File: src/rtl/rtc3w_pkg.sv
package rtc3w_pkg;
  localparam int unsigned BYTE_W = 8;
  localparam int unsigned BIT_IDX_W = $clog2(BYTE_W);

  typedef enum logic [2:0] {
    ST_IDLE,
    ST_LOW,
    ST_HIGH,
    ST_TAIL,
    ST_GAP
  } rtc3w_state_e;
endpackage

File: src/rtl/rtc3w_rstsync.sv
module rtc3w_rstsync #(
  parameter int unsigned STAGES = 2
) (
  input  logic clk,
  input  logic rst_n,
  output logic rst_sn
);
  logic [STAGES-1:0] sync_q;

  always_ff @(posedge clk or negedge rst_n) begin
    if (!rst_n) sync_q <= '0;
    else        sync_q <= {sync_q[STAGES-2:0], 1'b1};
  end

  assign rst_sn = sync_q[STAGES-1];
endmodule

File: src/rtl/rtc3w_clkdiv.sv
module rtc3w_clkdiv #(
  parameter int unsigned DIV_W = 8
) (
  input  logic             clk,
  input  logic             rst_n,
  input  logic             run,
  input  logic             clr,
  input  logic [DIV_W-1:0] lim,
  output logic             tick
);
  logic [DIV_W-1:0] cnt_q, cnt_d;

  always_comb begin
    tick  = run && (cnt_q == lim);
    cnt_d = cnt_q;
    if (clr || !run)  cnt_d = '0;
    else if (tick)    cnt_d = '0;
    else              cnt_d = cnt_q + 1'b1;
  end

  always_ff @(posedge clk or negedge rst_n) begin
    if (!rst_n) cnt_q <= '0;
    else        cnt_q <= cnt_d;
  end


  cnt_bound_chk: assert property (@(posedge clk) disable iff (!rst_n)
    (run && $stable(lim)) |-> (cnt_q <= lim));
endmodule

File: src/rtl/rtc3w_wrbuf.sv
module rtc3w_wrbuf #(
  parameter int unsigned CNT_W = 6,
  parameter int unsigned DW    = 8
) (
  input  logic             clk,
  input  logic             rst_n,
  input  logic             arm,
  input  logic [CNT_W-1:0] arm_cnt,
  input  logic             flush,
  input  logic             in_valid,
  input  logic [DW-1:0]    in_data,
  output logic             in_ready,
  input  logic             take,
  output logic             full,
  output logic [DW-1:0]    data
);
  logic             full_q, full_d;
  logic [DW-1:0]    data_q, data_d;
  logic [CNT_W-1:0] left_q, left_d;
  logic             accept;

  assign in_ready = !full_q && (left_q != '0);
  assign accept   = in_valid && in_ready;

  always_comb begin
    full_d = full_q;
    data_d = data_q;
    left_d = left_q;
    if (flush) begin
      full_d = 1'b0;
      left_d = '0;
    end else if (arm) begin
      full_d = 1'b0;
      left_d = arm_cnt;
    end else if (accept) begin
      full_d = 1'b1;
      data_d = in_data;
      left_d = left_q - 1'b1;
    end else if (take) begin
      full_d = 1'b0;
    end
  end

  always_ff @(posedge clk or negedge rst_n) begin
    if (!rst_n) begin
      full_q <= 1'b0;
      data_q <= '0;
      left_q <= '0;
    end else begin
      full_q <= full_d;
      data_q <= data_d;
      left_q <= left_d;
    end
  end

  assign full = full_q;
  assign data = data_q;


  no_overwrite_chk: assert property (@(posedge clk) disable iff (!rst_n)
    (full_q && !take && !flush && !arm) |=> (full_q && $stable(data_q)));
endmodule

File: src/rtl/rtc3w_master.sv
module rtc3w_master
  import rtc3w_pkg::*;
#(
  parameter int unsigned DIV_W = 8,
  parameter int unsigned CNT_W = 6
) (
  input  logic             clk,
  input  logic             rst_n,
  input  logic [DIV_W-1:0] half_div,
  input  logic             req_valid,
  output logic             req_ready,
  input  logic [7:0]       req_cmd,
  input  logic [CNT_W-1:0] req_len,
  input  logic             wr_valid,
  output logic             wr_ready,
  input  logic [7:0]       wr_data,
  output logic             rd_valid,
  output logic [7:0]       rd_data,
  input  logic             abort,
  output logic             busy,
  output logic             ce,
  output logic             sclk,
  output logic             sio_o,
  output logic             sio_oe,
  input  logic             sio_i
);
  localparam logic [BIT_IDX_W-1:0] LAST_BIT = BIT_IDX_W'(BYTE_W - 1);
  localparam logic [CNT_W-1:0]     ONE_BYTE = CNT_W'(1);

  logic rst_sn;
  rtc3w_rstsync #(.STAGES(2)) u_rst (.clk(clk), .rst_n(rst_n), .rst_sn(rst_sn));

  rtc3w_state_e         state_q, state_d;
  logic                 ce_q, ce_d, sclk_q, sclk_d, oe_q, oe_d;
  logic [BYTE_W-1:0]    tx_q, tx_d, rx_q, rx_d, rdd_q, rdd_d;
  logic [BIT_IDX_W-1:0] bit_q, bit_d;
  logic                 cmd_ph_q, cmd_ph_d, rnw_q, rnw_d;
  logic                 wait_q, wait_d, gap_q, gap_d, rdv_q, rdv_d;
  logic [CNT_W-1:0]     left_q, left_d;

  logic             accept, abort_hit, tick, run, take, flush, arm;
  logic             buf_full;
  logic [7:0]       buf_data;
  logic [CNT_W-1:0] len_eff;
  logic [7:0]       rx_next;

  assign len_eff   = (req_len == '0) ? ONE_BYTE : req_len;
  assign accept    = (state_q == ST_IDLE) && req_valid;
  assign abort_hit = abort && ((state_q == ST_LOW) || (state_q == ST_HIGH) ||
                               (state_q == ST_TAIL));
  assign run       = (state_q != ST_IDLE) && !wait_q;
  assign arm       = accept;
  assign rx_next   = {sio_i, rx_q[BYTE_W-1:1]};

  rtc3w_clkdiv #(.DIV_W(DIV_W)) u_div (
    .clk(clk), .rst_n(rst_sn), .run(run), .clr(accept || abort_hit),
    .lim(half_div), .tick(tick)
  );

  rtc3w_wrbuf #(.CNT_W(CNT_W), .DW(BYTE_W)) u_wbuf (
    .clk(clk), .rst_n(rst_sn), .arm(arm),
    .arm_cnt(req_cmd[0] ? '0 : len_eff), .flush(flush),
    .in_valid(wr_valid), .in_data(wr_data), .in_ready(wr_ready),
    .take(take), .full(buf_full), .data(buf_data)
  );

  always_comb begin
    state_d  = state_q;
    ce_d     = ce_q;
    sclk_d   = sclk_q;
    oe_d     = oe_q;
    tx_d     = tx_q;
    rx_d     = rx_q;
    rdd_d    = rdd_q;
    bit_d    = bit_q;
    cmd_ph_d = cmd_ph_q;
    rnw_d    = rnw_q;
    wait_d   = wait_q;
    gap_d    = gap_q;
    left_d   = left_q;
    rdv_d    = 1'b0;
    take     = 1'b0;
    flush    = 1'b0;

    unique case (state_q)
      ST_IDLE: begin
        if (accept) begin
          state_d  = ST_LOW;
          ce_d     = 1'b1;
          sclk_d   = 1'b0;
          oe_d     = 1'b1;
          tx_d     = req_cmd;
          bit_d    = '0;
          cmd_ph_d = 1'b1;
          rnw_d    = req_cmd[0];
          left_d   = len_eff;
          wait_d   = 1'b0;
        end
      end
      ST_LOW: begin
        if (wait_q) begin
          if (buf_full) begin
            tx_d   = buf_data;
            take   = 1'b1;
            wait_d = 1'b0;
          end
        end else if (tick) begin
          state_d = ST_HIGH;
          sclk_d  = 1'b1;
          if (cmd_ph_q && rnw_q && (bit_q == LAST_BIT)) oe_d = 1'b0;
          if (!cmd_ph_q && rnw_q) begin
            rx_d = rx_next;
            if (bit_q == LAST_BIT) begin
              rdv_d = 1'b1;
              rdd_d = rx_next;
            end
          end
        end
      end
      ST_HIGH: begin
        if (tick) begin
          sclk_d  = 1'b0;
          bit_d   = bit_q + 1'b1;
          state_d = ST_LOW;
          if (bit_q != LAST_BIT) begin
            tx_d = tx_q >> 1;
          end else if (cmd_ph_q || (left_q != ONE_BYTE)) begin
            if (!cmd_ph_q) left_d = left_q - 1'b1;
            cmd_ph_d = 1'b0;
            if (!rnw_q) begin
              if (buf_full) begin
                tx_d = buf_data;
                take = 1'b1;
              end else begin
                wait_d = 1'b1;
              end
            end
          end else begin
            state_d = ST_TAIL;
            oe_d    = 1'b0;
          end
        end
      end
      ST_TAIL: begin
        if (tick) begin
          state_d = ST_GAP;
          ce_d    = 1'b0;
          gap_d   = 1'b0;
        end
      end
      ST_GAP: begin
        if (tick) begin
          if (gap_q) state_d = ST_IDLE;
          gap_d = ~gap_q;
        end
      end
      default: state_d = ST_IDLE;
    endcase

    if (abort_hit) begin
      state_d = ST_GAP;
      ce_d    = 1'b0;
      sclk_d  = 1'b0;
      oe_d    = 1'b0;
      gap_d   = 1'b0;
      wait_d  = 1'b0;
      rdv_d   = 1'b0;
      take    = 1'b0;
      flush   = 1'b1;
    end
  end

  always_ff @(posedge clk or negedge rst_sn) begin
    if (!rst_sn) begin
      state_q  <= ST_IDLE;
      ce_q     <= 1'b0;
      sclk_q   <= 1'b0;
      oe_q     <= 1'b0;
      tx_q     <= '0;
      rx_q     <= '0;
      rdd_q    <= '0;
      bit_q    <= '0;
      cmd_ph_q <= 1'b0;
      rnw_q    <= 1'b0;
      wait_q   <= 1'b0;
      gap_q    <= 1'b0;
      left_q   <= '0;
      rdv_q    <= 1'b0;
    end else begin
      state_q  <= state_d;
      ce_q     <= ce_d;
      sclk_q   <= sclk_d;
      oe_q     <= oe_d;
      tx_q     <= tx_d;
      rx_q     <= rx_d;
      rdd_q    <= rdd_d;
      bit_q    <= bit_d;
      cmd_ph_q <= cmd_ph_d;
      rnw_q    <= rnw_d;
      wait_q   <= wait_d;
      gap_q    <= gap_d;
      left_q   <= left_d;
      rdv_q    <= rdv_d;
    end
  end

  assign req_ready = (state_q == ST_IDLE);
  assign busy      = (state_q != ST_IDLE);
  assign ce        = ce_q;
  assign sclk      = sclk_q;
  assign sio_o     = tx_q[0];
  assign sio_oe    = oe_q;
  assign rd_valid  = rdv_q;
  assign rd_data   = rdd_q;


  idle_quiet_chk: assert property (@(posedge clk) disable iff (!rst_sn)
    (state_q == ST_IDLE) |-> (!ce_q && !sclk_q && !oe_q));

  ce_rise_low_chk: assert property (@(posedge clk) disable iff (!rst_sn)
    $rose(ce_q) |-> !sclk_q);

  clk_framed_chk: assert property (@(posedge clk) disable iff (!rst_sn)
    sclk_q |-> ce_q);

  read_release_chk: assert property (@(posedge clk) disable iff (!rst_sn)
    (sclk_q && rnw_q && !cmd_ph_q) |-> !oe_q);

  stall_hold_chk: assert property (@(posedge clk) disable iff (!rst_sn)
    wait_q |-> (!sclk_q && ce_q));

  abort_drop_chk: assert property (@(posedge clk) disable iff (!rst_sn)
    abort_hit |=> (!ce_q && !oe_q && (state_q == ST_GAP)));

  rd_pulse_chk: assert property (@(posedge clk) disable iff (!rst_sn)
    rdv_q |=> !rdv_q);
endmodule

File: config.mk
export PLATFORM = sky130hd
export DESIGN_NAME = rtc3w_master
export DESIGN_NICKNAME = d
export VERILOG_FILES = /design/src/rtl/rtc3w_pkg.sv /design/src/rtl/rtc3w_rstsync.sv /design/src/rtl/rtc3w_clkdiv.sv /design/src/rtl/rtc3w_wrbuf.sv /design/src/rtl/rtc3w_master.sv
export SDC_FILE = /design/constraint.sdc
export NUM_CORES = 1
export LEC_CHECK = 0
export ABC_CLOCK_PERIOD_IN_PS = 1900
export BUFFER_PORTS_ARGS = -buffer_cell sky130_fd_sc_hd__clkbuf_2
export CAP_MARGIN = 20
export CORE_MARGIN = 2
export CORE_UTILIZATION = 52
export CTS_BUF_LIST = sky130_fd_sc_hd__clkbuf_16
export CTS_CLUSTER_SIZE = 28
export DETAILED_ROUTE_END_ITERATION = 8
export PLACE_DENSITY_LB_ADDON = 0.3
export SLEW_MARGIN = 20
export SYNTH_ARGS = -nofsm -noshare
export SYNTH_HDL_FRONTEND = slang
export SYNTH_SLANG_ARGS = --single-unit
export TNS_END_PERCENT = 100
File: constraint.sdc
create_clock -name clk -period 1.9 [get_ports clk]
set_input_delay 0.19 -clock clk [delete_from_list [all_inputs] [get_ports clk]]
set_output_delay 0.19 -clock clk [all_outputs]
set_load 0.05 [all_outputs]
==> impl_metrics.tcl <==
set metrics [dict create \
    crit_path_end_kind "flip-flop" \
    per_cell_routed_wire_length_um 16.4 \
    cap_viol_max_count 0 \
    syn-instance-count 378 \
    clock-sinks 68 \
    gr-usage-all-layers_pct 26.2 \
    fin_cells 599 \
    initialDrtViolationCount 349 \
    hold_viol 0 \
    grt_antenna_before_repair 0 \
    synth-async-reset-ratio_pct 100 \
    grt_setup_unrepaired "true" \
    postSynth.topFlopCell "sky130_fd_sc_hd__dfrtp_1" \
    timing.fmax_ghz 0.483 \
    core_area_sq_mm 0.00679 \
    placement.setup.worst_slack_ps -304 \
    via_per_inst 5.70 \
    die_height_um 87.9 \
    layout.nets 541 \
    power.ir.vdd_worst_mv 0.696 \
    share_of_the_clock_period_used_by_the_worst_path_pct 109 \
    overflow_after_grt 0 \
    io_pins 52 \
    post_route_utilization_pct 75.2 \
    die_width_um 87.9 \
    max-clock-path-buffers 2 \
    clk_pin_slew_worst_paths_ps 60 \
    initial_core_util_pct 53.9 \
    synth_common_cells "sky130_fd_sc_hd__dfrtp_1, sky130_fd_sc_hd__nand2_1, sky130_fd_sc_hd__o21ai_0" \
    synth-edff-count 0 \
    worst_endpoint_required_time_ps 2110 \
    synth-warning-count 0 \
    final_area_sq_mm 0.00511 \
    number_of_clock_buffers_inserted_by_tritoncts 9 \
    ant_nets 0 \
    worstHoldPathType "in2reg" \
    finalWeightedCongestion 0.939 \
    clock_tree.htree_level_count 3 \
    setup-violations-final 23 \
    nFillCells 477 \
    synth.ff_latch_count 68 \
    post-synth-top-area-cell "sky130_fd_sc_hd__dfrtp_1" \
    violated_checks "negative setup slack" \
    maxSlewViolCount 0 \
    grt_first_pass_wirelength_um 15700 \
    final_critical_path_setup_slack_ps -169 \
    arr_time_crit_path_ps 2280 \
    placed_cells_incl_taps 572 \
    seq_area_frac_synth_pct 46.4 \
    startpoint_type "flip-flop" \
    synth_nets 421 \
    placement_rows 30 \
    total_power_mw 5.41 \
    firstDrtPassIters 6 \
    drive_above_1_share_pct 41.4 \
    num_vias 3415 \
    placedInstanceArea_sq_mm 0.00448 \
    timing.clock.skew_ps 7.13 \
    yosysUniqueCellTypes 52 \
    detail_route.wirelength_um 9850 \
    p_leak_nw 2.36 \
    yosysMostFrequentCell "sky130_fd_sc_hd__dfrtp_1" \
    cts_tree "yes" \
    dpl.hpwl_um 6790 \
    syn_area_sq_mm 0.00366 \
    post-synth-top-area-fraction_pct 46.4 \
    grt_max_degree 37 \
    run_status "finished, violations left" \
    dieArea_sq_mm 0.00773 \
    area.growth.synth_to_final_pct 39.4 \
    num_antenna_cells 0 \
    path_max_fanout 7 \
    numPortBuffers 51 \
    ctsRootBufferMaster "sky130_fd_sc_hd__clkbuf_16" \
    clock_latency_on_the_worst_skew_pair_ps 330 \
    timing.setup.critical_path_class "reg2reg" \
    final.min_clock_period_ps 2070 \
    synth_area_leaders "sky130_fd_sc_hd__dfrtp_1, sky130_fd_sc_hd__mux2_2, sky130_fd_sc_hd__o21ai_0" \
    drc_errors 0 \
    grt_pass1_vias 3397 \
    syn_avg_cell_area_sq_um 9.69 \
    power.density_mw_per_mm2 1060 \
]
-- cell families (layout without fill, tap and decap cells) --
family / after synthesis / in the layout / share of synthesized area, %
muxes: 24 / 24 / 7.38
xor gates and xnor gates: 17 / 17 / 4.06
adders and majority gates: 7 / 7 / 2.39
DFF: 68 / 68 / 46.4
and+or+nand+nor: 135 / 135 / 18.8
AOI/OAI and AO/OA: 94 / 94 / 17.5
buffers and inverters: 32 / 157 / 3.35
other: 1 / 1 / 0.102
-- final timing paths --
kind	slack [ps]	endpoint	startpoint	cells past startpoint
setup / recovery	-170	rx_q[6]$_DFFE_PN0P_	u_div.cnt_q[2]$_DFF_PN0_	6
hold / removal	90	u_wbuf.data[3]$_DFFE_PN0P_	wr_data[3]	2
setup reg to reg	-170	rx_q[6]$_DFFE_PN0P_	u_div.cnt_q[2]$_DFF_PN0_	6
hold reg to reg	300	state_q[1]$_DFFE_PN0P_	u_rst.sync_q[1]$_DFF_PN0_	1
max in group asynchronous	1230	tx_q[4]$_DFFE_PN0P_	u_rst.sync_q[1]$_DFF_PN0_	1
min in group asynchronous	180	u_rst.sync_q[1]$_DFF_PN0_	rst_n	2
-- flip-flops by register name (all words and copies together) (netlist names), 2 cells and up --
signal	count
bit_q	3
rx_q	7
rd_data	8
state_q	3
u_wbuf.data	8
u_wbuf.left_q	6
left_q	6
u_div.cnt_q	8
tx_q	8
u_rst.sync_q	2
-- cell usage in the layout (no fill, tap or decap), types with 3 or more instances in the layout --
cell type                     n
sky130_fd_sc_hd__mux2_4       8
sky130_fd_sc_hd__clkbuf_2    51
sky130_fd_sc_hd__a2bb2oi_1    3
sky130_fd_sc_hd__nor3_1       6
sky130_fd_sc_hd__nand2b_1     3
sky130_fd_sc_hd__mux2_2      16
sky130_fd_sc_hd__nand3b_1     4
sky130_fd_sc_hd__nor2b_1      4
sky130_fd_sc_hd__xnor2_1      5
sky130_fd_sc_hd__nand2_1     41
sky130_fd_sc_hd__a222oi_1     7
sky130_fd_sc_hd__o2bb2ai_2    7
sky130_fd_sc_hd__and4_1       3
sky130_fd_sc_hd__nand4_1      5
sky130_fd_sc_hd__buf_4       69
sky130_fd_sc_hd__clkinvlp_4   3
sky130_fd_sc_hd__xor2_1       7
sky130_fd_sc_hd__a31oi_1      6
sky130_fd_sc_hd__ha_1         5
sky130_fd_sc_hd__buf_6        5
sky130_fd_sc_hd__and3_1       5
sky130_fd_sc_hd__a21oi_1     13
sky130_fd_sc_hd__inv_1       13
sky130_fd_sc_hd__xnor2_2      5
sky130_fd_sc_hd__nor2_1      22
sky130_fd_sc_hd__nand3_1     15
sky130_fd_sc_hd__nor2_2       3
sky130_fd_sc_hd__o21ai_0     31
sky130_fd_sc_hd__a22oi_1      4
sky130_fd_sc_hd__dfrtp_1     67
sky130_fd_sc_hd__clkbuf_16    9
-- per-layer routing --
layer,track usage [%],vias to the layer above,part of all wire [%]
met1,34.1,1668,44
met2,43.7,118,50
met4,10.6,0,1.4
met5,0,-,0
met3,4.24,15,4.4
li1,-,1614,-
-- what timing repair did --
item / in CTS / in global routing
gates resized for setup: 27 / 26
hold buffers: 1 / 0
endpoints found under the setup margin: 26 / 47
hold endpoints to repair: 2 / 0
setup buffers: 3 / 7
pin swaps: 11 / 5
-- worst max-delay path: stages (launching register included) --
cell,delay (ps)
sky130_fd_sc_hd__dfrtp_1,400
sky130_fd_sc_hd__xnor2_1,200
sky130_fd_sc_hd__nand4_1,150
sky130_fd_sc_hd__or3_4,400
sky130_fd_sc_hd__nor4b_4,290
sky130_fd_sc_hd__buf_6,170
sky130_fd_sc_hd__mux2_2,340
-- power breakdown --
part	internal [mW]	leakage [nW]	switching, mW
Sequential	1.83	0.861	0.313
Combinational	0.804	1.36	0.801
Clock	1.02	0.138	0.643
-- area by class of cell --
class                   instances  area [sq um]  area share [%]
clock buffers                   9           225            4.41
flip-flops and latches         68          1700            33.3
well taps                      96           120            2.35
inverters                      15          58.8            1.15
clock inverters                 7          75.1            1.47
repair buffers                126           840            16.4
multi-input cells             278          2080            40.8
-- through the flow --
stage          hold WS [ps]  TNS (ps)
4_1_cts                82.3     -1210
6_report               90.4     -2030
5_1_grt                97.3     -3710
3_3_place_gp          -24.2     -2080
2_1_floorplan          -106     -7430
3_5_place_dp          -17.8     -4310
Power figures use the tool's default switching activity.
